===== src/rtl/agu_pkg.sv =====
package agu_pkg;

    parameter int ADDR_W  = 32;
    parameter int CONST_W = 5;

    typedef enum logic [2:0] {
        MD_PLAIN    = 3'd0,
        MD_OFS_ADD  = 3'd1,
        MD_OFS_SUB  = 3'd2,
        MD_PRE_INC  = 3'd3,
        MD_PRE_DEC  = 3'd4,
        MD_POST_INC = 3'd5,
        MD_POST_DEC = 3'd6,
        MD_SPARE    = 3'd7
    } mode_e;

    typedef enum logic [1:0] {
        SZ_BYTE  = 2'd0,
        SZ_HALF  = 2'd1,
        SZ_WORD  = 2'd2,
        SZ_DWORD = 2'd3
    } size_e;

    typedef enum logic [1:0] {
        DS_NONE  = 2'd0,
        DS_CONST = 2'd1,
        DS_REG   = 2'd2,
        DS_RSVD  = 2'd3
    } dsrc_e;

    typedef struct packed {
        logic subtract;   // step downward
        logic pre_addr;   // access uses modified pointer
        logic modify;     // write modified pointer back
        logic step_dflt;  // absent displacement means one element
    } mode_ctl_t;

endpackage


===== src/rtl/agu_mode_decode.sv =====
module agu_mode_decode
    import agu_pkg::*;
(
    input  logic [2:0] mode_code,
    output mode_ctl_t  ctl
);
    always_comb begin
        ctl = '0;
        unique case (mode_e'(mode_code))
            MD_OFS_ADD: begin
                ctl.pre_addr = 1'b1;
            end
            MD_OFS_SUB: begin
                ctl.pre_addr = 1'b1;
                ctl.subtract = 1'b1;
            end
            MD_PRE_INC: begin
                ctl.pre_addr  = 1'b1;
                ctl.modify    = 1'b1;
                ctl.step_dflt = 1'b1;
            end
            MD_PRE_DEC: begin
                ctl.pre_addr  = 1'b1;
                ctl.modify    = 1'b1;
                ctl.subtract  = 1'b1;
                ctl.step_dflt = 1'b1;
            end
            MD_POST_INC: begin
                ctl.modify    = 1'b1;
                ctl.step_dflt = 1'b1;
            end
            MD_POST_DEC: begin
                ctl.modify    = 1'b1;
                ctl.subtract  = 1'b1;
                ctl.step_dflt = 1'b1;
            end
            MD_PLAIN, MD_SPARE: begin
                ctl = '0;
            end
        endcase
    end
endmodule


===== src/rtl/agu_disp_scale.sv =====
module agu_disp_scale
    import agu_pkg::*;
#(
    parameter int AW = ADDR_W,
    parameter int CW = CONST_W
) (
    input  logic [1:0]    src,
    input  logic [1:0]    size,
    input  logic [CW-1:0] cval,
    input  logic [AW-1:0] rval,
    input  logic          step_dflt,
    output logic [AW-1:0] bytes
);
    localparam int SHW = 2;

    logic [AW-1:0]  elems;
    logic [SHW-1:0] shamt;

    always_comb begin
        unique case (dsrc_e'(src))
            DS_CONST:         elems = {{(AW-CW){1'b0}}, cval};
            DS_REG:           elems = rval;
            DS_NONE, DS_RSVD: elems = step_dflt ? AW'(1) : '0;
        endcase
    end

    assign shamt = size;
    assign bytes = elems << shamt;   // upper bits drop: modulo 2^AW
endmodule


===== src/rtl/agu_addsub.sv =====
module agu_addsub #(
    parameter int AW = 32
) (
    input  logic [AW-1:0] base,
    input  logic [AW-1:0] delta,
    input  logic          subtract,
    output logic [AW-1:0] result
);
    assign result = subtract ? (base - delta) : (base + delta);
endmodule


===== src/rtl/ptr_addr_gen.sv =====
module ptr_addr_gen
    import agu_pkg::*;
#(
    parameter int AW = ADDR_W,
    parameter int CW = CONST_W
) (
    input  logic          clk,
    input  logic          rst,
    input  logic          req_valid,
    input  logic [2:0]    mode,
    input  logic [1:0]    acc_size,
    input  logic [1:0]    disp_src,
    input  logic [CW-1:0] disp_const,
    input  logic [AW-1:0] disp_reg,
    input  logic [AW-1:0] base_ptr,
    output logic          acc_valid,
    output logic [AW-1:0] eff_addr,
    output logic [AW-1:0] ptr_new,
    output logic          ptr_wb
);
    mode_ctl_t     ctl;
    logic [AW-1:0] scaled;
    logic [AW-1:0] moved;
    logic [AW-1:0] nxt_addr;
    logic [AW-1:0] nxt_ptr;
    logic          nxt_wb;

    agu_mode_decode u_dec (
        .mode_code (mode),
        .ctl       (ctl)
    );

    agu_disp_scale #(.AW(AW), .CW(CW)) u_scale (
        .src       (disp_src),
        .size      (acc_size),
        .cval      (disp_const),
        .rval      (disp_reg),
        .step_dflt (ctl.step_dflt),
        .bytes     (scaled)
    );

    agu_addsub #(.AW(AW)) u_arith (
        .base     (base_ptr),
        .delta    (scaled),
        .subtract (ctl.subtract),
        .result   (moved)
    );

    always_comb begin
        nxt_addr = ctl.pre_addr ? moved : base_ptr;
        nxt_ptr  = ctl.modify   ? moved : base_ptr;
        nxt_wb   = ctl.modify;
    end

    always_ff @(posedge clk) begin
        if (rst) begin
            acc_valid <= 1'b0;
            ptr_wb    <= 1'b0;
            eff_addr  <= '0;
            ptr_new   <= '0;
        end else begin
            acc_valid <= req_valid;
            ptr_wb    <= req_valid & nxt_wb;
            if (req_valid) begin
                eff_addr <= nxt_addr;
                ptr_new  <= nxt_ptr;
            end
        end
    end
endmodule


===== config.mk =====
export PLATFORM = sky130hd
export DESIGN_NAME = ptr_addr_gen
export DESIGN_NICKNAME = d
export VERILOG_FILES = /design/src/rtl/agu_pkg.sv /design/src/rtl/agu_mode_decode.sv /design/src/rtl/agu_disp_scale.sv /design/src/rtl/agu_addsub.sv /design/src/rtl/ptr_addr_gen.sv
export SDC_FILE = /design/constraint.sdc
export NUM_CORES = 1
export LEC_CHECK = 0
export ABC_AREA = 0
export BUFFER_PORTS_ARGS = -buffer_cell sky130_fd_sc_hd__buf_2
export CORE_MARGIN = 1.5
export CORE_UTILIZATION = 56
export CTS_CLUSTER_SIZE = 25
export DETAILED_ROUTE_END_ITERATION = 12
export PLACE_DENSITY = 0.82
export SLEW_MARGIN = 20
export SYNTH_ARGS = -nofsm -noshare
export SYNTH_HDL_FRONTEND = slang
export SYNTH_HIERARCHICAL = 1
export SYNTH_SLANG_ARGS = --single-unit
export TNS_END_PERCENT = 1

===== constraint.sdc =====
create_clock -name clk -period 5.3 [get_ports clk]
set_clock_uncertainty 0.2 [all_clocks]
set_input_delay 0 -clock clk [delete_from_list [all_inputs] [get_ports clk]]
set_output_delay 0 -clock clk [all_outputs]
set_load 0.02 [all_outputs]

Word level (Yosys, flattened, before mapping)

Cells that the tools add are included.

Mux-type cells: 8
$add $sub $neg: 2
Equal/unequal tests: 9
Shifts and indexed selects: 1
Magnitude comparators: 0
Multipliers: 0
Div/mod/pow operators: 0
Reduce and logical (&&, ||, !) cells: 5
Bitwise gates (word level): 1

Operators with widths:

| cell                 | number |
|---|---|
| $mux W32             | 3 |
| $pmux W32 S3         | 1 |
| $add A32 B32 Y32     | 1 |
| $shl A32 B2 Y32      | 1 |
| $sub A32 B32 Y32     | 1 |
| $eq A3 B3 Y1 const B | 3 |
| $reduce_or A4 Y1     | 2 |
| $eq A3 B2 Y1 const B | 2 |
| $eq A2 B2 Y1 const B | 2 |
| $eq A3 B1 Y1 const B | 1 |
| $mux W1              | 3 |
| $reduce_or A3 Y1     | 1 |
| $eq A2 B1 Y1 const B | 1 |
| $logic_not A2 Y1     | 1 |
| $mux W2              | 1 |
| $reduce_or A2 Y1     | 1 |
| $and A1 B1 Y1        | 1 |

RAM bits: 0
Bits in latches: 0
Memories kept: 0
Bits of input ports: 79
ROM bits: 0
Flip-flop bits (word level): 66

Depth between registers and ports, before layout

Depth in word-level cells: 9
Gate-level depth with buffers: 23
Mapped depth without buffers: 21

Modules after synthesis

The synthesis kept the hierarchy.

Modules (own cells, without submodules):

| module          | area an instance (um^2) | cells each | seq. area each (um^2) | times used |
|---|---|---|---|---|
| ptr_addr_gen    | 2925.3                  | 289        | 1321.3                | 1 |
| agu_addsub      | 2398.6                  | 356        | 0.0                   | 1 |
| agu_disp_scale  | 1114.8                  | 106        | 0.0                   | 1 |
| agu_mode_decode | 40.0                    | 7          | 0.0                   | 1 |

Worst setup path after synthesis

OpenSTA, ideal clock, no wires.

Kind: input port to flip-flop
From: input disp_src[0]
To: register eff_addr[30]
Path buffers: 1
Required time: 5014 ps
Arrival: 4286 ps
Setup slack: 728 ps
Stages: 21
Path through: inv_1 > ha_1 > a221o_1 > a21boi_0 > o31ai_1 > or3_1 > nor4_1 > and3b_1 > a21o_1 > o21ai_0 > xnor2_1 > ha_1 > clkbuf_1 > or3_1 > o221ai_1 > o22ai_1 > o41ai_1 > nand2_1 > o311ai_0 > mux2i_1 > a211oi_1

Cells in the longest elaborated chain, start to end: 7
Elaborated cells between the ends (all ways): 11
Those cells by class: 2 x add/sub; 3 x eq/ne; 1 x shift; 3 x mux; 2 x reduce/logical

RTL lines:

| item                                                        | RTL line             | text |
|---|---|---|
| start: declaration                                          | ptr_addr_gen.sv:12   | `input logic [1:0] disp_src,` |
| $eq A2 B2 Y1 / $logic_not A2 Y1 (equally long branches)     | agu_disp_scale.sv:20 | `unique case (dsrc_e'(src))` |
| $reduce_or A2 Y1                                            | agu_disp_scale.sv:20 |  |
| $pmux W32 S3 (*)                                            | agu_disp_scale.sv:20 |  |
| $shl A32 B2 Y32 (*)                                         | agu_disp_scale.sv:28 | `assign bytes = elems << shamt;` |
| named net scaled[3]                                         | ptr_addr_gen.sv:22   | `logic [AW-1:0] scaled;` |
| $add A32 B32 Y32 / $sub A32 B32 Y32 (equally long branches) | agu_addsub.sv:9      | `assign result = subtract ? (base - delta) : (base + delta);` |
| $mux W32 (*)                                                | agu_addsub.sv:9      |  |
| named net moved[30]                                         | ptr_addr_gen.sv:23   | `logic [AW-1:0] moved;` |
| $mux W32 (*)                                                | ptr_addr_gen.sv:50   | `nxt_addr = ctl.pre_addr ? moved : base_ptr;` |
| end signal: assignment                                      | ptr_addr_gen.sv:65   | `eff_addr <= nxt_addr;` |
| end: declaration                                            | ptr_addr_gen.sv:17   | `output logic [AW-1:0] eff_addr,` |

The timed path passes the listed nets; every way through them passes the cells marked *.
A chain may end at the register's enable or synchronous reset.

Worst setup path in the final report

From: input disp_src[0]
To: register eff_addr[23]

Same word-level chain as after synthesis.

==> impl_results.rst <==
.. list-table::
   :header-rows: 1

   * - Metric
     - Value
   * - Final setup viols
     - 0
   * - Total number of placement rows
     - 39
   * - Share of synthesized area occupied by flip-flops and latches
     - between 20% and 30%
   * - Final net count
     - 1,018
   * - Post-synth ARST share
     - 0%
   * - Total global-route track usage
     - 28.6%
   * - First-pass GRT wire length
     - 29.1 mm
   * - Most instantiated cells after synthesis
     - 106 x sky130_fd_sc_hd__nor2_1, 67 x sky130_fd_sc_hd__a211oi_1, 67 x sky130_fd_sc_hd__mux2i_1
   * - Flip-flop and latch count after synthesis
     - 66
   * - EDFF count, synth
     - 0
   * - Unrepaired setup endpoints after global routing
     - no
   * - Critical Path Source Type
     - input port
   * - Reported leakage power
     - 0.00351 uW
   * - Maximum number of pins on one net before global-route repair
     - 130
   * - GRT Residual Overflow
     - 0
   * - Overall die width
     - approximately 110 um
   * - Synth Cell Area
     - around 0.0065 mm2
   * - DR pass1 iterations
     - 5
   * - Startpoint of the worst register-to-register path
     - eff_addr[23]
   * - Data arrival time of the worst path
     - 4.95 ns
   * - TritonCTS clock tree
     - yes
   * - Crit end category
     - flip-flop
   * - Number of top-level pins
     - 145
   * - Number of vias in the routed layout
     - 6,446
   * - Dominant register cell in the synthesized netlist
     - sky130_fd_sc_hd__dfxtp_1
   * - Wire length per cell after detailed routing
     - 16.8 um
   * - Core footprint
     - 0.0114 mm2
   * - Min-Delay Endpoint
     - acc_valid
   * - Per-cell via count in the routed design
     - 6.13
   * - Last weighted congestion value of the routability-driven placer
     - around 0.96
   * - Max-capacitance violation count
     - 0
   * - Total Die Area
     - 0.0122 mm2
   * - Worst slew margin relative to its limit
     - a little over two fifths
   * - TritonCTS Buffers
     - 9
   * - Run status
     - finished clean
   * - Synth-to-layout area growth
     - 19.8%
   * - Setup WS pre-CTS
     - -0.00143 ns
   * - Clock input transition at the sequential cells of the worst setup and hold paths
     - 0.05 ns
   * - Final Slew Violations
     - 0
   * - Flop-to-flop setup slack
     - 4.33 ns
   * - Cell type contributing the most total cell area after synthesis
     - sky130_fd_sc_hd__dfxtp_1
   * - Category of the critical setup timing path
     - in2reg
   * - Antenna diodes
     - 0
   * - Starting density of the core
     - 57.0%
   * - Deepest clock path buffer count
     - 2
   * - Share of layout cells above drive strength 1
     - 22.9%
   * - Peak fanout along the critical path
     - 8
   * - Final count of hold timing violations
     - 0
   * - First-iteration detailed-routing DRC count
     - approximately 700
   * - Routed Wire Length
     - 17.7 mm
   * - Power Dens Cells
     - 293 mW/mm2
   * - Worst Max-Slew Pin Slew
     - 0.853 ns
   * - Number of buffers added on ports
     - 144
   * - Required time worst endpoint
     - around 5.3 ns
   * - Post-route clock period utilization
     - 92.9%
   * - Number of H-tree branching levels
     - 3
   * - IR Drop Worst-Case VDD
     - 0.000269 V
   * - Crit Reg-Reg Endpoint
     - eff_addr[23]
   * - Count of nets left with antenna violations after detail routing
     - 0
   * - HPWL reported at the end of detailed placement
     - 12.8 mm
   * - Post-synthesis cell count
     - between 700 and 800
   * - Cell variety after synth
     - 71
   * - Post-detailed-route DRC marker count
     - 0
   * - Hold wc startpoint
     - rst
   * - Dominant cells by area after synthesis
     - sky130_fd_sc_hd__dfxtp_1 20%, sky130_fd_sc_hd__mux2i_1 10%, sky130_fd_sc_hd__a211oi_1 7.8%, sky130_fd_sc_hd__ha_1 6.6%, sky130_fd_sc_hd__nor2_1 6.1%
   * - Mean area per synthesized cell
     - approximately 8.5 um2
   * - CTS root buf
     - sky130_fd_sc_hd__clkbuf_16
   * - Setup TNS after final layout
     - 0 ns
   * - Number of cells on the worst reg-to-reg path
     - 2
   * - Die height
     - 111 um
   * - Initial antenna violation count
     - 0
   * - Syn. warnings
     - 6
   * - Area fraction of the dominant cell type after synthesis
     - roughly a fifth
   * - Number of cells on the worst hold path
     - 2
   * - Path category of the worst min-delay check
     - in2reg
   * - Sink count of the clock tree
     - 66
   * - Final worst-path setup slack
     - 0.378 ns
   * - Number of nets produced by synthesis
     - 872
   * - Worst setup path startpoint
     - disp_src[0]
   * - Worst-skew pair later-pin latency
     - 0.32 ns
   * - Vias in the first global route
     - 5,857
   * - Most common cell in the netlist
     - sky130_fd_sc_hd__nor2_1
   * - Period minus WS final
     - between 4 and 5 ns
   * - Highest clock rate
     - 0.203 GHz
-- cell families after synthesis --
family	after synthesis	share of synthesized area (%)
AOI/OAI and AO/OA	205	21.7
xor gates and xnor gates	56	7.57
adders and majority gates	35	6.88
buffers and inverters	74	6.84
DFF	66	20.4
muxes	92	18.8
and+or+nand+nor	230	17.8
-- layer usage --
metal  wire length (um)  vias up  share of wire (%)  track usage (%)
met2               7700      314                 43             42.8
li1                   -     3122                  -                -
met4                329        0                1.9             9.40
met5                  0        -                  0                0
met1               8300     2981                 47             42.3
met3               1390       29                7.8             3.95
-- through the flow --
stage | util [%] | area (um2) | instances | hold slack, ns | total power (uW)
final | 68.2 | 7760 | 1052 | 0.0495 | 2270
after global routing | 68.2 | 7760 | 1052 | 0.0895 | 2390
after CTS | 68.0 | 7740 | 1052 | 0.234 | 2240
after detailed placement | 62.7 | 7120 | 1004 | 0.179 | 1650
after global placement | 62.7 | 7120 | 1004 | 0.175 | 1630
after floorplan | - | 6480 | 758 | -0.121 | 1400
-- worst max path at each step --
stage | to | slack, ns | cells after the start
global placement | eff_addr[30] | 0.17 | 22
detailed placement | eff_addr[30] | -0.001 | 22
finish | eff_addr[23] | 0.38 | 21
global route | eff_addr[23] | 0.03 | 21
floorplan | eff_addr[30] | 0.73 | 21
CTS | eff_addr[30] | 0.31 | 22
-- critical path, stage by stage --
cell and delay [ns]:
sky130_fd_sc_hd__buf_2 0.09, sky130_fd_sc_hd__inv_1 0.04, sky130_fd_sc_hd__ha_1 0.28, sky130_fd_sc_hd__a221o_1 0.36
sky130_fd_sc_hd__a21boi_0 0.27, sky130_fd_sc_hd__o31ai_1 0.18, sky130_fd_sc_hd__or3_1 0.47, sky130_fd_sc_hd__nor4_2 0.20
sky130_fd_sc_hd__and3b_1 0.29, sky130_fd_sc_hd__a21oi_1 0.12, sky130_fd_sc_hd__xnor2_1 0.19, sky130_fd_sc_hd__ha_1 0.44
sky130_fd_sc_hd__nand2_1 0.13, sky130_fd_sc_hd__nor3_1 0.26, sky130_fd_sc_hd__o311ai_1 0.21, sky130_fd_sc_hd__a31oi_1 0.33
sky130_fd_sc_hd__a211oi_1 0.18, sky130_fd_sc_hd__o31ai_1 0.33, sky130_fd_sc_hd__xnor2_1 0.20, sky130_fd_sc_hd__mux2i_1 0.11
sky130_fd_sc_hd__a211oi_1 0.28
-- registers in the layout (all words and copies together), names as in the netlist --
name / count
eff_addr: 32
ptr_new: 32
ptr_wb: 1
acc_valid: 1
-- report_power, final --
group | total [uW] | switching (uW) | internal [uW]
combinational | 1120 | 651 | 467
sequential | 586 | 31.6 | 555
clock | 566 | 213 | 353
-- what timing repair did --
action,in CTS,in global routing
gates resized for setup,0,3
setup endpoints to repair,0,26
hold buffers,32,0
setup buffers,0,0
endpoints found under the hold margin,63,0
-- cells in the final DEF (no fill, tap or decap), drive strengths merged, types with 6 or more instances in the layout --
master,count
buf,156
nor2,106
dfxtp,66
mux2i,67
or3,6
and3,8
mux4,22
a211oi,68
clkbuf,12
and2,25
o21ai,15
a21o,15
ha,34
nor3,15
nand3,8
o21bai,6
inv,21
xor2,12
a21oi,53
nand4,7
a221oi,7
nand2,22
dlygate4sd3,32
xnor2,44
-- cell type report --
type | instances | area [um2]
fillers | 907 | 3610
repair buffers | 188 | 1140
clock inverters | 4 | 25.0
well taps | 143 | 179
flip-flops and latches | 66 | 1320
inverters | 21 | 78.8
multi-input cells | 618 | 4750
clock buffers | 12 | 267
No activity file was read; power rests on OpenSTA's default activity.
